==> src/rtl/snp_pkg.sv <==
package snp_pkg;
  typedef enum logic [1:0] {
    MESI_I = 2'd0,
    MESI_S = 2'd1,
    MESI_E = 2'd2,
    MESI_M = 2'd3
  } mesi_e;
endpackage

==> src/rtl/snp_tag_array.sv <==
module snp_tag_array
  import snp_pkg::*;
#(
  parameter int  SETS       = 16,
  parameter int  TAG_W      = 7,
  parameter bit  WB_CAPABLE = 1'b1,
  localparam int IDX_W      = $clog2(SETS)
) (
  input  logic             clk,
  input  logic             rst,
  // lookup
  input  logic [IDX_W-1:0] rd_idx,
  input  logic [TAG_W-1:0] rd_tag,
  output logic             rd_hit,
  output mesi_e            rd_state,
  // conditional state update (only when the tag still matches)
  input  logic             upd_en,
  input  logic [IDX_W-1:0] upd_idx,
  input  logic [TAG_W-1:0] upd_tag,
  input  mesi_e            upd_state,
  // fill install (replaces the set)
  input  logic             ins_en,
  input  logic [IDX_W-1:0] ins_idx,
  input  logic [TAG_W-1:0] ins_tag,
  input  mesi_e            ins_state
);
  logic [TAG_W-1:0] tag_q [SETS];
  mesi_e            st_q  [SETS];
  mesi_e            ins_cap;

  // variant: arrays that cannot hold dirty data clamp every valid install to shared
  generate
    if (WB_CAPABLE) begin : g_wb
      assign ins_cap = ins_state;
    end else begin : g_wt
      assign ins_cap = (ins_state == MESI_I) ? MESI_I : MESI_S;
    end
  endgenerate

  assign rd_state = st_q[rd_idx];
  assign rd_hit   = (st_q[rd_idx] != MESI_I) && (tag_q[rd_idx] == rd_tag);

  always_ff @(posedge clk) begin
    if (rst) begin
      for (int i = 0; i < SETS; i++) begin
        st_q[i]  <= MESI_I;
        tag_q[i] <= '0;
      end
    end else begin
      if (upd_en && st_q[upd_idx] != MESI_I && tag_q[upd_idx] == upd_tag)
        st_q[upd_idx] <= upd_state;
      if (ins_en) begin
        tag_q[ins_idx] <= ins_tag;
        st_q[ins_idx]  <= ins_cap;
      end
    end
  end
endmodule

==> src/rtl/snp_fill_track.sv <==
module snp_fill_track
  import snp_pkg::*;
#(
  parameter int LINE_W = 11
) (
  input  logic              clk,
  input  logic              rst,
  input  logic              start,
  input  logic              start_ic,
  input  logic [LINE_W-1:0] start_line,
  input  mesi_e             start_state,
  input  logic              done,
  input  logic              snoop_en,
  input  logic              snoop_inv,
  input  logic [LINE_W-1:0] probe_line,
  output logic              match,
  output logic              ins_en,
  output logic              ins_ic,
  output logic [LINE_W-1:0] ins_line,
  output mesi_e             ins_state
);
  logic              act_q, ic_q, drop_q, shr_q;
  logic [LINE_W-1:0] line_q;
  mesi_e             st_q;
  logic              snoop_hit, drop_n, shr_n;

  assign match     = act_q && (line_q == probe_line);
  assign snoop_hit = snoop_en && match;
  assign drop_n    = drop_q | (snoop_hit & snoop_inv);
  assign shr_n     = shr_q | snoop_hit;

  // a snoop in the completion cycle is folded into the install
  assign ins_en    = done && act_q;
  assign ins_ic    = ic_q;
  assign ins_line  = line_q;
  assign ins_state = drop_n ? MESI_I : (shr_n ? MESI_S : st_q);

  always_ff @(posedge clk) begin
    if (rst) begin
      act_q  <= 1'b0;
      ic_q   <= 1'b0;
      drop_q <= 1'b0;
      shr_q  <= 1'b0;
      line_q <= '0;
      st_q   <= MESI_I;
    end else begin
      if (snoop_hit) begin
        drop_q <= drop_n;
        shr_q  <= shr_n;
      end
      if (done) act_q <= 1'b0;
      if (start) begin
        act_q  <= 1'b1;
        ic_q   <= start_ic;
        line_q <= start_line;
        st_q   <= start_state;
        drop_q <= 1'b0;
        shr_q  <= 1'b0;
      end
    end
  end
endmodule

==> src/rtl/snp_ctrl.sv <==
module snp_ctrl
  import snp_pkg::*;
#(
  parameter int LINE_W = 11
) (
  input  logic              clk,
  input  logic              rst,
  input  logic              inq_valid,
  input  logic [LINE_W-1:0] inq_line,
  input  logic              inq_inv,
  input  logic              lock_req,
  input  logic [LINE_W-1:0] lock_line,
  input  logic              wb_ack,
  input  logic              fill_match,
  input  logic              i_hit,
  input  logic              d_hit,
  input  mesi_e             d_state,
  output logic [LINE_W-1:0] look_line,
  output logic              snoop_en,
  output logic              upd_en,
  output logic [LINE_W-1:0] upd_line,
  output mesi_e             upd_state,
  output logic              hit,
  output logic              hitm,
  output logic              wb_req,
  output logic [LINE_W-1:0] wb_line,
  output logic              lock_ready
);
  typedef enum logic [1:0] {PH_IDLE, PH_SNOOP_WB, PH_LOCK_WB} phase_e;
  phase_e phase_q;
  logic   inv_q;
  logic   idle, lock_go, d_dirty, any_hit;

  always_comb begin
    idle      = (phase_q == PH_IDLE);
    look_line = inq_valid ? inq_line : lock_line;
    snoop_en  = idle && inq_valid;
    lock_go   = idle && !inq_valid && lock_req && !lock_ready;
    d_dirty   = d_hit && (d_state == MESI_M);
    any_hit   = i_hit || d_hit;
    upd_en    = 1'b0;
    upd_line  = inq_line;
    upd_state = MESI_I;
    if (snoop_en && !fill_match && !d_dirty && any_hit) begin
      upd_en    = 1'b1;
      upd_state = inq_inv ? MESI_I : MESI_S;
    end else if (lock_go && !d_dirty) begin
      upd_en   = 1'b1;
      upd_line = lock_line;
    end else if (!idle && wb_ack) begin
      upd_en    = 1'b1;
      upd_line  = wb_line;
      upd_state = (phase_q == PH_SNOOP_WB && !inv_q) ? MESI_S : MESI_I;
    end
  end

  always_ff @(posedge clk) begin
    if (rst) begin
      phase_q    <= PH_IDLE;
      hit        <= 1'b0;
      hitm       <= 1'b0;
      wb_req     <= 1'b0;
      wb_line    <= '0;
      inv_q      <= 1'b0;
      lock_ready <= 1'b0;
    end else begin
      lock_ready <= 1'b0;
      case (phase_q)
        PH_IDLE: begin
          hit  <= snoop_en && (fill_match || any_hit);
          hitm <= snoop_en && !fill_match && d_dirty;
          if (snoop_en && !fill_match && d_dirty) begin
            wb_req  <= 1'b1;
            wb_line <= inq_line;
            inv_q   <= inq_inv;
            phase_q <= PH_SNOOP_WB;
          end else if (lock_go && d_dirty) begin
            wb_req  <= 1'b1;
            wb_line <= lock_line;
            phase_q <= PH_LOCK_WB;
          end else if (lock_go) begin
            lock_ready <= 1'b1;
          end
        end
        PH_SNOOP_WB: if (wb_ack) begin
          hit     <= 1'b0;
          hitm    <= 1'b0;
          wb_req  <= 1'b0;
          phase_q <= PH_IDLE;
        end
        PH_LOCK_WB: if (wb_ack) begin
          wb_req     <= 1'b0;
          lock_ready <= 1'b1;
          phase_q    <= PH_IDLE;
        end
        default: phase_q <= PH_IDLE;
      endcase
    end
  end
endmodule

==> src/rtl/snp_responder.sv <==
module snp_responder
  import snp_pkg::*;
#(
  parameter int ADDR_W     = 16,
  parameter int LINE_BYTES = 32,
  parameter int SETS       = 16
) (
  input  logic              clk,
  input  logic              rst,
  input  logic              inq_valid,
  input  logic [ADDR_W-1:0] inq_addr,
  input  logic              inq_inv,
  output logic              hit,
  output logic              hitm,
  output logic              wb_req,
  output logic [ADDR_W-1:0] wb_addr,
  input  logic              wb_ack,
  input  logic              fill_start,
  input  logic              fill_icache,
  input  logic [ADDR_W-1:0] fill_addr,
  input  logic [1:0]        fill_state,
  input  logic              fill_done,
  input  logic              lock_req,
  input  logic [ADDR_W-1:0] lock_addr,
  output logic              lock_ready
);
  localparam int OFF_W  = $clog2(LINE_BYTES);
  localparam int IDX_W  = $clog2(SETS);
  localparam int LINE_W = ADDR_W - OFF_W;
  localparam int TAG_W  = LINE_W - IDX_W;

  logic [LINE_W-1:0] look_line, upd_line, wb_line, ins_line;
  logic              snoop_en, upd_en, fill_match, ins_en, ins_ic;
  mesi_e             upd_state, ins_state;
  logic              arr_hit   [2];
  mesi_e             arr_state [2];
  logic              unused_offsets;

  assign unused_offsets = ^{inq_addr[OFF_W-1:0], fill_addr[OFF_W-1:0], lock_addr[OFF_W-1:0]};
  assign wb_addr = {wb_line, {OFF_W{1'b0}}};

  // index 0: instruction array (clean only), index 1: data array
  for (genvar g = 0; g < 2; g++) begin : g_arr
    snp_tag_array #(
      .SETS(SETS), .TAG_W(TAG_W), .WB_CAPABLE(g == 1)
    ) u_tags (
      .clk      (clk),
      .rst      (rst),
      .rd_idx   (look_line[IDX_W-1:0]),
      .rd_tag   (look_line[LINE_W-1:IDX_W]),
      .rd_hit   (arr_hit[g]),
      .rd_state (arr_state[g]),
      .upd_en   (upd_en),
      .upd_idx  (upd_line[IDX_W-1:0]),
      .upd_tag  (upd_line[LINE_W-1:IDX_W]),
      .upd_state(upd_state),
      .ins_en   (ins_en && (ins_ic == (g == 0))),
      .ins_idx  (ins_line[IDX_W-1:0]),
      .ins_tag  (ins_line[LINE_W-1:IDX_W]),
      .ins_state(ins_state)
    );
  end

  snp_fill_track #(.LINE_W(LINE_W)) u_fill (
    .clk        (clk),
    .rst        (rst),
    .start      (fill_start),
    .start_ic   (fill_icache),
    .start_line (fill_addr[ADDR_W-1:OFF_W]),
    .start_state(mesi_e'(fill_state)),
    .done       (fill_done),
    .snoop_en   (snoop_en),
    .snoop_inv  (inq_inv),
    .probe_line (look_line),
    .match      (fill_match),
    .ins_en     (ins_en),
    .ins_ic     (ins_ic),
    .ins_line   (ins_line),
    .ins_state  (ins_state)
  );

  snp_ctrl #(.LINE_W(LINE_W)) u_ctl (
    .clk       (clk),
    .rst       (rst),
    .inq_valid (inq_valid),
    .inq_line  (inq_addr[ADDR_W-1:OFF_W]),
    .inq_inv   (inq_inv),
    .lock_req  (lock_req),
    .lock_line (lock_addr[ADDR_W-1:OFF_W]),
    .wb_ack    (wb_ack),
    .fill_match(fill_match),
    .i_hit     (arr_hit[0]),
    .d_hit     (arr_hit[1]),
    .d_state   (arr_state[1]),
    .look_line (look_line),
    .snoop_en  (snoop_en),
    .upd_en    (upd_en),
    .upd_line  (upd_line),
    .upd_state (upd_state),
    .hit       (hit),
    .hitm      (hitm),
    .wb_req    (wb_req),
    .wb_line   (wb_line),
    .lock_ready(lock_ready)
  );
endmodule

==> config.mk <==
export PLATFORM = sky130hd
export DESIGN_NAME = snp_responder
export DESIGN_NICKNAME = d
export VERILOG_FILES = /design/src/rtl/snp_pkg.sv /design/src/rtl/snp_tag_array.sv /design/src/rtl/snp_fill_track.sv /design/src/rtl/snp_ctrl.sv /design/src/rtl/snp_responder.sv
export SDC_FILE = /design/constraint.sdc
export NUM_CORES = 1
export LEC_CHECK = 0
export BUFFER_PORTS_ARGS = -buffer_cell sky130_fd_sc_hd__buf_2
export CORE_ASPECT_RATIO = 1.2
export CORE_UTILIZATION = 57
export DETAILED_ROUTE_END_ITERATION = 10
export PLACE_DENSITY = 0.77
export REMOVE_ABC_BUFFERS = 1
export SYNTH_ARGS = -nofsm -noshare
export SYNTH_HDL_FRONTEND = slang
export SYNTH_HIERARCHICAL = 1
export SYNTH_SLANG_ARGS = --single-unit
==> constraint.sdc <==
create_clock -name clk -period 8 [get_ports clk]
set_clock_uncertainty 0.15 [all_clocks]
set_input_delay 0.8 -clock clk [delete_from_list [all_inputs] [get_ports clk]]
set_output_delay 0.8 -clock clk [all_outputs]
set_load 0.02 [all_outputs]
==> results.sh, run 1 <==
export IMPL_post_cts_buffers=0
export IMPL_seq_area_frac_synth=0.462
export IMPL_drive_gt1_frac=0.228
export IMPL_diodes=0
export IMPL_cts_inserted_buffers=35
export IMPL_synth_edff_count=272
export IMPL_area_growth_pct=9.59
export IMPL_worst_slew_pin_slew_ns=1.05
export IMPL_fp_dieH_um=207
export IMPL_clkSinkCount=323
export IMPL_numPortBuffers=58
export IMPL_grt_start_max_net_pins=56
export IMPL_grt_pass1_vias=14437
export IMPL_slew_violations=0
export IMPL_vias=14735
export IMPL_htreeDepth=2
export IMPL_start_util=0.581
export IMPL_synth_area_leaders="edfxtp_1 (41%), mux4_2 (14%), and2_1 (7.3%)"
export IMPL_cts_buffer_depth=3
export IMPL_vias_per_cell=6.76
export IMPL_track_usage=0.330
export IMPL_synth_compound_area_frac=0.0788
export IMPL_fill_cells=2569
export IMPL_synth_adder_area_share=0.00251
export IMPL_final_cell_mix="edfxtp_1 (272), and2_1 (233), nor2_1 (134)"
export IMPL_drt_total_wl_um=57800
export IMPL_synth_seq_cells=323
export IMPL_post_synth_xor_area_fraction=0.0175
export IMPL_startpoint_type="primary input"
export IMPL_grt_overflow=0
export IMPL_synth_cell_types=86
export IMPL_hold_violations=0
export IMPL_final_nets=1764
export IMPL_antenna_found_initial=1
export IMPL_drc=0
export IMPL_period_share=0.906
export IMPL_setup_viol=0
export IMPL_grt_pass1_wl_um=88200
export IMPL_rows=74
export IMPL_die_w_um=173
export IMPL_cts_root_buffer="clkbuf_16"
export IMPL_cts_tree="yes"
export IMPL_hold_buffers=0
export IMPL_worst_path_max_fanout=19
export IMPL_core_area_um2=34300
export IMPL_hp_class="reg -> reg"
export IMPL_dieArea_um2=35700
export IMPL_worst_setup_path_end_kind="flip-flop"
export IMPL_first_iter_violations=2005
export IMPL_clk_latency_ns=0.54
export IMPL_postSynth_asyncResetShare=0
export IMPL_io_pins=79
export IMPL_yosysTopAreaCell="edfxtp_1"
export IMPL_syn_avg_cell_area_um2=12.0
export IMPL_synth_ff_type="edfxtp_1"
export IMPL_grt_setup_unrepaired="no"
export IMPL_pre_cts_ws_ns=0.396
export IMPL_arrival_ns=7.29
export IMPL_multi_input_area_um2=9890
export IMPL_status="complete, no violations"
export IMPL_crit_required_ns=8.04
export IMPL_wl_per_cell_um=26.5
export IMPL_period_minus_slack_ns=7.25
export IMPL_dp_hpwl_um=39700
export IMPL_synth_top_cell_area_share=0.410
export IMPL_drt_first_pass_iters=6
export IMPL_regArea_um2=9190
export IMPL_cts_resized=0
export IMPL_max_freq_mhz=138
export IMPL_ant_nets=0
export IMPL_finalPower_mw=4.21
export IMPL_ys_warn_count=6
export IMPL_synth_top_family_by_area="multiplexers"
export IMPL_p_per_area_nw_per_um2=193
export IMPL_peakVddDrop_mv=0.141
export IMPL_mappedNetlistArea_um2=19900
export IMPL_place_gp_congestion=0.988
export IMPL_synth_mux_area_frac=0.200
export IMPL_critPathKind="in -> reg"
export IMPL_cap_violations=0
export IMPL_cellLeakagePower_nw=7.84
export IMPL_syn_inst=1663
export IMPL_synth_simple_gate_area_share=0.194
export IMPL_final_common_cell="edfxtp_1"
export IMPL_final_setup_worst_slack_ns=0.750
export IMPL_clk_pin_slew_ns=0.06
export IMPL_max_slew_margin=0.301
## synthesized netlist by cell type (5+ instances only)
cell type  number
or2_2           7
nand2b_1       34
mux4_2        126
buf_4           9
o31ai_2        10
or3_1          32
a211oi_1        5
and2_1        233
nor2b_1        15
xnor2_1        31
mux2_2         12
dfxtp_1        51
a211oi_2        9
nor3_1         21
inv_1          39
o311ai_0        6
edfxtp_1      272
clkbuf_1       71
nand3_1        26
nor2_1        138
nand2_1       123
buf_1          14
nor4_1          6
o21ai_1        14
buf_6           9
a21oi_1        11
nor4_2         12
buf_2          24
o31ai_1        25
a22oi_1        15
or4_1          11
nand4_1        11
mux2i_1        96
and3_1          6
o21ai_0        25
o31ai_4        10
xor2_1          7
o22ai_1        13
## state kept, by name, indices dropped and copies added, names as in the netlist
signal,count
g_arr.u_tags/st_q,64
g_arr.u_tags/tag_q,224
u_ctl/hit,1
u_ctl/hitm,1
u_ctl/inv_q,1
u_ctl/lock_ready,1
u_ctl/phase_q,2
u_ctl/wb_line,11
u_ctl/wb_req,1
u_fill/act_q,1
u_fill/drop_q,1
u_fill/ins_ic,1
u_fill/ins_line,11
u_fill/shr_q,1
u_fill/st_q,2
## worst paths after layout
kind	slack [ns]	startpoint	depth (start not counted)	end
max	0.75	inq_valid	21	g_arr[1].u_tags/st_q[2][0]$_DFFE_PP_
min	0.33	g_arr[0].u_tags/st_q[13][1]$_SDFFE_PP0P_	2	g_arr[0].u_tags/st_q[13][1]$_SDFFE_PP0P_
max reg2reg	1.70	g_arr[1].u_tags/st_q[12][0]$_DFFE_PP_	17	g_arr[1].u_tags/st_q[2][0]$_DFFE_PP_
min reg2reg	0.33	g_arr[0].u_tags/st_q[13][1]$_SDFFE_PP0P_	2	g_arr[0].u_tags/st_q[13][1]$_SDFFE_PP0P_
## layout make-up
class | instances | share of cell area
Clock inverter | 18 | 0.00866
Inverter | 40 | 0.00688
Clock buffer | 42 | 0.0414
Multi-Input combinational cell | 1169 | 0.453
Sequential cell | 323 | 0.421
Timing Repair Buffer | 132 | 0.0422
Tap cell | 456 | 0.0262
## routing by layer
layer  global-route usage  vias up  wire [um]
li1                     -     6270          -
met1                0.439     7217      21000
met2                0.535     1071      27100
met3               0.0659      175       7390
met4                0.129        2       2350
met5                    0        -         14
## cells by family after synthesis
| group | Yosys count |
|---|---|
| simple gates | 697 |
| flops | 323 |
| mux | 236 |
| compound gates | 187 |
| buf+inv | 175 |
| xor+xnor | 39 |
| fa+ha+maj | 4 |
| other cells | 2 |
## worst max-delay path, cell delays in order
cell and delay (ns):
buf_2 0.32, mux2_4 0.50, buf_4 0.29, mux4_2 0.54, mux4_2 0.52, xnor2_1 0.15, o2111ai_1 0.11, nor2_1 0.13
and3_1 0.23, o21ai_0 0.29, buf_4 0.25, nor2_1 0.08, nor2_4 0.47, buf_4 0.25, mux2i_1 0.37, o22a_1 0.26
nand2_1 0.07, or4b_1 0.49, or4_1 0.41, buf_4 0.26, o31ai_1 0.43
## where the power goes
| part | total [mW] | switching, mW | internal (mW) |
|---|---|---|---|
| registers | 1.91 | 0.0364 | 1.87 |
| clock network | 1.59 | 0.682 | 0.909 |
| logic | 0.711 | 0.435 | 0.276 |
## metrics by stage
step / instance area, um2 / hold slack, ns / instances / utilization / setup TNS (ns)
global placement: 20700 / 0.308 / 2120 / 0.605 / 0
detailed placement: 20700 / 0.322 / 2120 / 0.605 / 0
CTS: 21800 / 0.330 / 2180 / 0.637 / 0
finish: 21800 / 0.332 / 2180 / 0.637 / 0
global route: 21800 / 0.347 / 2180 / 0.637 / 0
floorplan: 19200 / 0.290 / 1532 / - / -601.47
No activity file was read; power rests on OpenSTA's default activity.
==> run 2: changes to the inputs <==
--- a/config.mk
+++ b/config.mk
@@ -7,9 +7,8 @@
 export LEC_CHECK = 0
 export BUFFER_PORTS_ARGS = -buffer_cell sky130_fd_sc_hd__buf_2
 export CORE_ASPECT_RATIO = 1.2
-export CORE_UTILIZATION = 57
+export CORE_UTILIZATION = 30
 export DETAILED_ROUTE_END_ITERATION = 10
-export PLACE_DENSITY = 0.77
 export REMOVE_ABC_BUFFERS = 1
 export SYNTH_ARGS = -nofsm -noshare
 export SYNTH_HDL_FRONTEND = slang
==> results.sh, run 2 (synthesis results as in run 1) <==
export IMPL_status="complete, no violations"
export IMPL_max_freq_mhz=140
export IMPL_startpoint_type="primary input"
export IMPL_setup_tns_ns=0
export IMPL_grt_start_max_net_pins=47
export IMPL_worst_slew_pin_slew_ns=1.23
export IMPL_vias_per_cell=5.54
export IMPL_cap_violations=0
export IMPL_critPathKind="in -> reg"
export IMPL_grt_pass1_vias=14522
export IMPL_pwr_share_comb=0.170
export IMPL_crit_required_ns=8.03
export IMPL_slew_violations=0
export IMPL_peakVddDrop_mv=0.126
export IMPL_grt_pass1_wl_um=91000
export IMPL_top_regs="g_arr.u_tags/tag_q (224), g_arr.u_tags/st_q (64)"
export IMPL_period_share=0.896
export IMPL_final_nets=1771
export IMPL_place_gp_congestion=0.890
export IMPL_final_cell_mix="edfxtp_1 (272), and2_1 (233), nor2_1 (134)"
export IMPL_antenna_found_initial=1
export IMPL_rows=103
export IMPL_p_per_area_nw_per_um2=189
export IMPL_drc=0
export IMPL_hold_buffers=0
export IMPL_cts_resized=0
export IMPL_vias=14258
export IMPL_worst_setup_path_end_kind="flip-flop"
export IMPL_hold_violations=0
export IMPL_regArea_um2=9190
export IMPL_grt_overflow=0
export IMPL_wl_per_cell_um=23.7
export IMPL_post_cts_buffers=0
export IMPL_track_usage=0.178
export IMPL_cts_inserted_buffers=34
export IMPL_clock_power_share=0.379
export IMPL_clk_pin_slew_ns=0.06
export IMPL_largest_reg_flops=224
export IMPL_start_util=0.303
export IMPL_ant_nets=0
export IMPL_fp_dieH_um=284
export IMPL_drt_first_pass_iters=5
export IMPL_clkSinkCount=323
export IMPL_pwr_share_seq=0.451
export IMPL_final_common_cell="edfxtp_1"
export IMPL_area_growth_pct=12.4
export IMPL_fill_cells=6425
export IMPL_multi_input_area_um2=9890
export IMPL_numPortBuffers=58
export IMPL_dp_hpwl_um=43200
export IMPL_worst_path_max_fanout=24
export IMPL_dieArea_um2=67400
export IMPL_core_area_um2=65700
export IMPL_cts_tree="yes"
export IMPL_io_pins=79
export IMPL_htreeDepth=2
export IMPL_hp_class="reg -> reg"
export IMPL_drt_total_wl_um=61100
export IMPL_setup_viol=0
export IMPL_cellLeakagePower_nw=7.89
export IMPL_p_int_mw=3.08
export IMPL_netSwitchingPower_mw=1.15
export IMPL_clk_latency_ns=0.54
export IMPL_period_minus_slack_ns=7.17
export IMPL_cts_buffer_depth=3
export IMPL_finalPower_mw=4.23
export IMPL_switching_share=0.273
export IMPL_hold_ws_ns=0.326
export IMPL_first_iter_violations=1440
export IMPL_placed_area_um2=21300
export IMPL_grt_setup_unrepaired="no"
export IMPL_arrival_ns=7.20
export IMPL_drive_gt1_frac=0.229
export IMPL_die_w_um=237
export IMPL_max_slew_margin=0.174
export IMPL_cts_root_buffer="clkbuf_16"
export IMPL_largest_register="g_arr.u_tags/tag_q"
export IMPL_fin_area_um2=22400
export IMPL_diodes=0
==> run 2: cell types whose count changed in the layout (fill, tap and decap cells not counted) <==
cell	change
buf_12	+2
buf_4	+6
clkbuf_1	+1
clkbuf_8	+2
clkinv_1	+4
clkinv_2	-2
clkinv_4	+1
clkinvlp_4	-2
inv_6	-2
inv_8	-1
==> run 2: through the flow <==
step,instances,setup WS [ns],util
floorplan,1532,-6.86,-
global route,2573,0.631,0.340
detailed placement,2512,0.358,0.324
CTS,2573,0.917,0.340
global placement,2512,0.411,0.324
finish,2573,0.833,0.340
==> run 2: critical path: stages <==
cell and delay, ns:
buf_2 0.12, mux2_4 0.39, buf_12 0.23, mux4_2 0.57
mux4_2 0.58, xnor2_1 0.17, o2111ai_1 0.13, nor2_1 0.31
nand3_1 0.15, nand2b_1 0.12, buf_4 0.20, o22ai_1 0.14
nor2_4 0.56, nor2b_1 0.48, o311ai_0 0.31, a32oi_1 0.46
nor3_1 0.14, or4_1 0.54, buf_4 0.29, o31ai_1 0.43
==> run 2: power by group through the flow <==
| stage | Combinational (mW) | Clock, mW | Sequential (mW) |
|---|---|---|---|
| after CTS | 0.715 | 1.62 | 1.91 |
| final | 0.721 | 1.60 | 1.91 |
| after floorplan | 0.454 | 0 | 1.94 |
| after global placement | 0.706 | 0 | 1.94 |
| after detailed placement | 0.713 | 0 | 1.94 |
| after global routing | 0.756 | 1.68 | 1.91 |
==> run 2: path summary, 6_finish.rpt <==
path / start / end / slack (ns) / cells after the start
max: inq_valid / g_arr[1].u_tags/st_q[2][1]$_DFFE_PP_ / 0.83 / 20
min: g_arr[0].u_tags/st_q[0][1]$_SDFFE_PP0P_ / g_arr[0].u_tags/st_q[0][1]$_SDFFE_PP0P_ / 0.33 / 2
max reg2reg: g_arr[1].u_tags/tag_q[15][4]$_SDFFCE_PN0P_ / g_arr[1].u_tags/st_q[2][1]$_DFFE_PP_ / 1.55 / 17
min reg2reg: g_arr[0].u_tags/st_q[0][1]$_SDFFE_PP0P_ / g_arr[0].u_tags/st_q[0][1]$_SDFFE_PP0P_ / 0.33 / 2
==> run 2: cell type report <==
class,instances,share of cell area
multi-input cells,1169,0.442
clock inverters,16,0.00710
well taps,840,0.0470
flip-flops and latches,323,0.411
repair buffers,140,0.0450
inverters,40,0.00671
clock buffers,45,0.0417
==> run 2: metal layers <==
| metal | global-route usage | vias up | share of wire |
|---|---|---|---|
| met5 | 0 | - | 0 |
| met4 | 0.0881 | 0 | 0.051 |
| met3 | 0.0183 | 153 | 0.058 |
| met2 | 0.314 | 622 | 0.50 |
| met1 | 0.216 | 7209 | 0.39 |
| li1 | - | 6274 | - |
==> run 3: changes to the inputs <==
--- a/config.mk
+++ b/config.mk
@@ -5,6 +5,7 @@
 export SDC_FILE = /design/constraint.sdc
 export NUM_CORES = 1
 export LEC_CHECK = 0
+export ABC_AREA = 1
 export BUFFER_PORTS_ARGS = -buffer_cell sky130_fd_sc_hd__buf_2
 export CORE_ASPECT_RATIO = 1.2
 export CORE_UTILIZATION = 30
==> constraint.sdc (replaced) <==
create_clock -name clk -period 7 [get_ports clk]
set_clock_uncertainty 0.15 [all_clocks]
set_input_delay 0.7 -clock clk [delete_from_list [all_inputs] [get_ports clk]]
set_output_delay 0.7 -clock clk [all_outputs]
set_load 0.02 [all_outputs]
==> results.sh, run 3 <==
export IMPL_final_nets=2988
export IMPL_htreeDepth=2
export IMPL_hold_path_startpoint="fill_addr[10]"
export IMPL_ys_warn_count=6
export IMPL_critPathKind="in -> reg"
export IMPL_fin_area_um2=22800
export IMPL_postSynth_asyncResetShare=0
export IMPL_start_util=0.304
export IMPL_drt_first_pass_iters=5
export IMPL_wl_per_cell_um=18.0
export IMPL_fill_cells=7109
export IMPL_max_freq_mhz=166
export IMPL_final_cell_mix="nand2_1 (972), nor2_1 (506), inv_1 (304)"
export IMPL_setup_viol=0
export IMPL_grt_pass1_vias=17317
export IMPL_vias=18953
export IMPL_synth_top_cell_area_share=0.399
export IMPL_drt_total_wl_um=69200
export IMPL_io_pins=79
export IMPL_finalPower_mw=5.15
export IMPL_antenna_found_initial=2
export IMPL_clk_latency_ns=0.55
export IMPL_synth_ff_type="edfxtp_1"
export IMPL_mappedNetlistArea_um2=20500
export IMPL_synth_seq_cells=323
export IMPL_peakVddDrop_mv=0.150
export IMPL_slew_violations=0
export IMPL_worst_slew_pin_slew_ns=0.951
export IMPL_cts_root_buffer="clkbuf_16"
export IMPL_diodes=0
export IMPL_track_usage=0.197
export IMPL_worst_setup_path_end_kind="flip-flop"
export IMPL_period_minus_slack_ns=6.01
export IMPL_syn_avg_cell_area_um2=6.97
export IMPL_largest_register="g_arr.u_tags/tag_q"
export IMPL_place_gp_congestion=0.931
export IMPL_drive_gt1_frac=0.0813
export IMPL_top_regs="g_arr.u_tags/tag_q (224), g_arr.u_tags/st_q (64)"
export IMPL_pre_cts_ws_ns=0.506
export IMPL_fp_dieH_um=288
export IMPL_post_cts_buffers=0
export IMPL_synth_edff_count=272
export IMPL_arrival_ns=6.09
export IMPL_cts_resized=0
export IMPL_hp_class="in -> reg"
export IMPL_cp_startpoint="inq_addr[5]"
export IMPL_crit_top_cell="nand2_1"
export IMPL_clk_pin_slew_ns=0.06
export IMPL_die_w_um=240
export IMPL_drc=0
export IMPL_area_growth_pct=11.5
export IMPL_vias_per_cell=4.92
export IMPL_cts_inserted_buffers=35
export IMPL_cts_tree="yes"
export IMPL_dp_hpwl_um=48300
export IMPL_first_iter_violations=1679
export IMPL_core_area_um2=67300
export IMPL_cts_buffer_depth=3
export IMPL_rows=104
export IMPL_worst_path_max_fanout=53
export IMPL_ant_nets=0
export IMPL_hold_violations=0
export IMPL_synth_area_leaders="edfxtp_1 (40%), nand2_1 (18%), nor2_1 (9.3%)"
export IMPL_multi_input_area_um2=9300
export IMPL_cellLeakagePower_nw=10.1
export IMPL_reg2reg_from="g_arr[1].u_tags/tag_q[2][2]$_SDFFCE_PN0P_"
export IMPL_slowest_stage="buf_4"
export IMPL_status="complete, no violations"
export IMPL_grt_setup_unrepaired="no"
export IMPL_largest_reg_flops=224
export IMPL_p_per_area_nw_per_um2=226
export IMPL_instances_no_fill=3853
export IMPL_synth_cell_types=41
export IMPL_max_slew_margin=0.359
export IMPL_yosysTopAreaCell="edfxtp_1"
export IMPL_grt_pass1_wl_um=103000
export IMPL_numPortBuffers=58
export IMPL_grt_overflow=0
export IMPL_syn_inst=2935
export IMPL_hold_buffers=0
export IMPL_final_setup_worst_slack_ns=0.994
export IMPL_grt_start_max_net_pins=91
export IMPL_max_stage_delay_ns=0.56
export IMPL_cap_violations=0
export IMPL_crit_required_ns=7.08
export IMPL_seq_area_frac_synth=0.449
export IMPL_final_common_cell="nand2_1"
export IMPL_period_share=0.858
export IMPL_placedCellCount=3789
export IMPL_placed_area_um2=21700
export IMPL_regArea_um2=9190
export IMPL_startpoint_type="primary input"
export IMPL_clkSinkCount=323
export IMPL_ys_top_cells_by_count="nand2_1 (972), nor2_1 (506), inv_1 (304)"
export IMPL_yosys_cell_count_top_type="nand2_1"
export IMPL_hold_ws_ns=0.245
export IMPL_dieArea_um2=69300
==> run 3: changes by cell type in the layout (fill, tap and decap cells not counted), moves of 54 or more <==
cell / change
o211ai_1: +54
mux4_2: -126
nand2_1: +849
mux2i_1: -91
nor2_1: +372
nand3_1: +131
o21ai_0: +139
inv_1: +265
a21oi_1: +77
and2_1: -233
==> run 3: cells by family after synthesis <==
group / count (synthesis) / synth area share
simple gates: 1712 / 0.336
buf+inv: 495 / 0.101
compound gates: 387 / 0.106
flops: 323 / 0.449
xor+xnor: 7 / 0.00300
mux: 5 / 0.00245
fa+ha+maj: 4 / 0.00245
other cells: 2 / 0.000367
==> run 3: critical path: cells and delay by family <==
kind / cells / cell delay (ns)
AND/OR/NAND/NOR: 21 / 2.29
buffers and inverters: 9 / 2.10
AO/OA/AOI/OAI: 5 / 0.91
==> run 3: per-stage QoR <==
step	setup TNS, ns	util
after global placement	0	0.323
after global routing	0	0.339
after CTS	0	0.339
after floorplan	-1716.81	-
final	0	0.339
after detailed placement	0	0.323
==> run 3: final timing paths <==
kind                                     endpoint  slack (ns)  depth (start not counted)
max reg2reg  g_arr[1].u_tags/st_q[4][0]$_DFFE_PP_        1.82                         32
min               u_fill/ins_line[5]$_SDFFE_PP0P_        0.24                          3
max          g_arr[1].u_tags/st_q[4][0]$_DFFE_PP_        0.99                         35
min reg2reg                u_ctl/hit$_SDFFE_PP0P_        0.31                          2
==> run 3: layout make-up <==
type                       instances  area share
tap                              901      0.0494
timing repair buffer             120      0.0381
clock buffer                      52      0.0444
multi-input combinational       2121       0.408
inverter                         324      0.0534
clock inverter                    12     0.00444
sequential                       323       0.403
==> run 3: power by group <==
group | internal, mW | switching, mW | total (mW)
registers | 2.14 | 0.0381 | 2.18
logic | 0.304 | 0.816 | 1.12
clock network | 1.05 | 0.804 | 1.85
==> run 3: metal layers <==
metal,part of all wire,GRT usage
met1,0.42,0.254
met2,0.46,0.322
met3,0.061,0.0174
met4,0.060,0.116
met5,0.00026,0
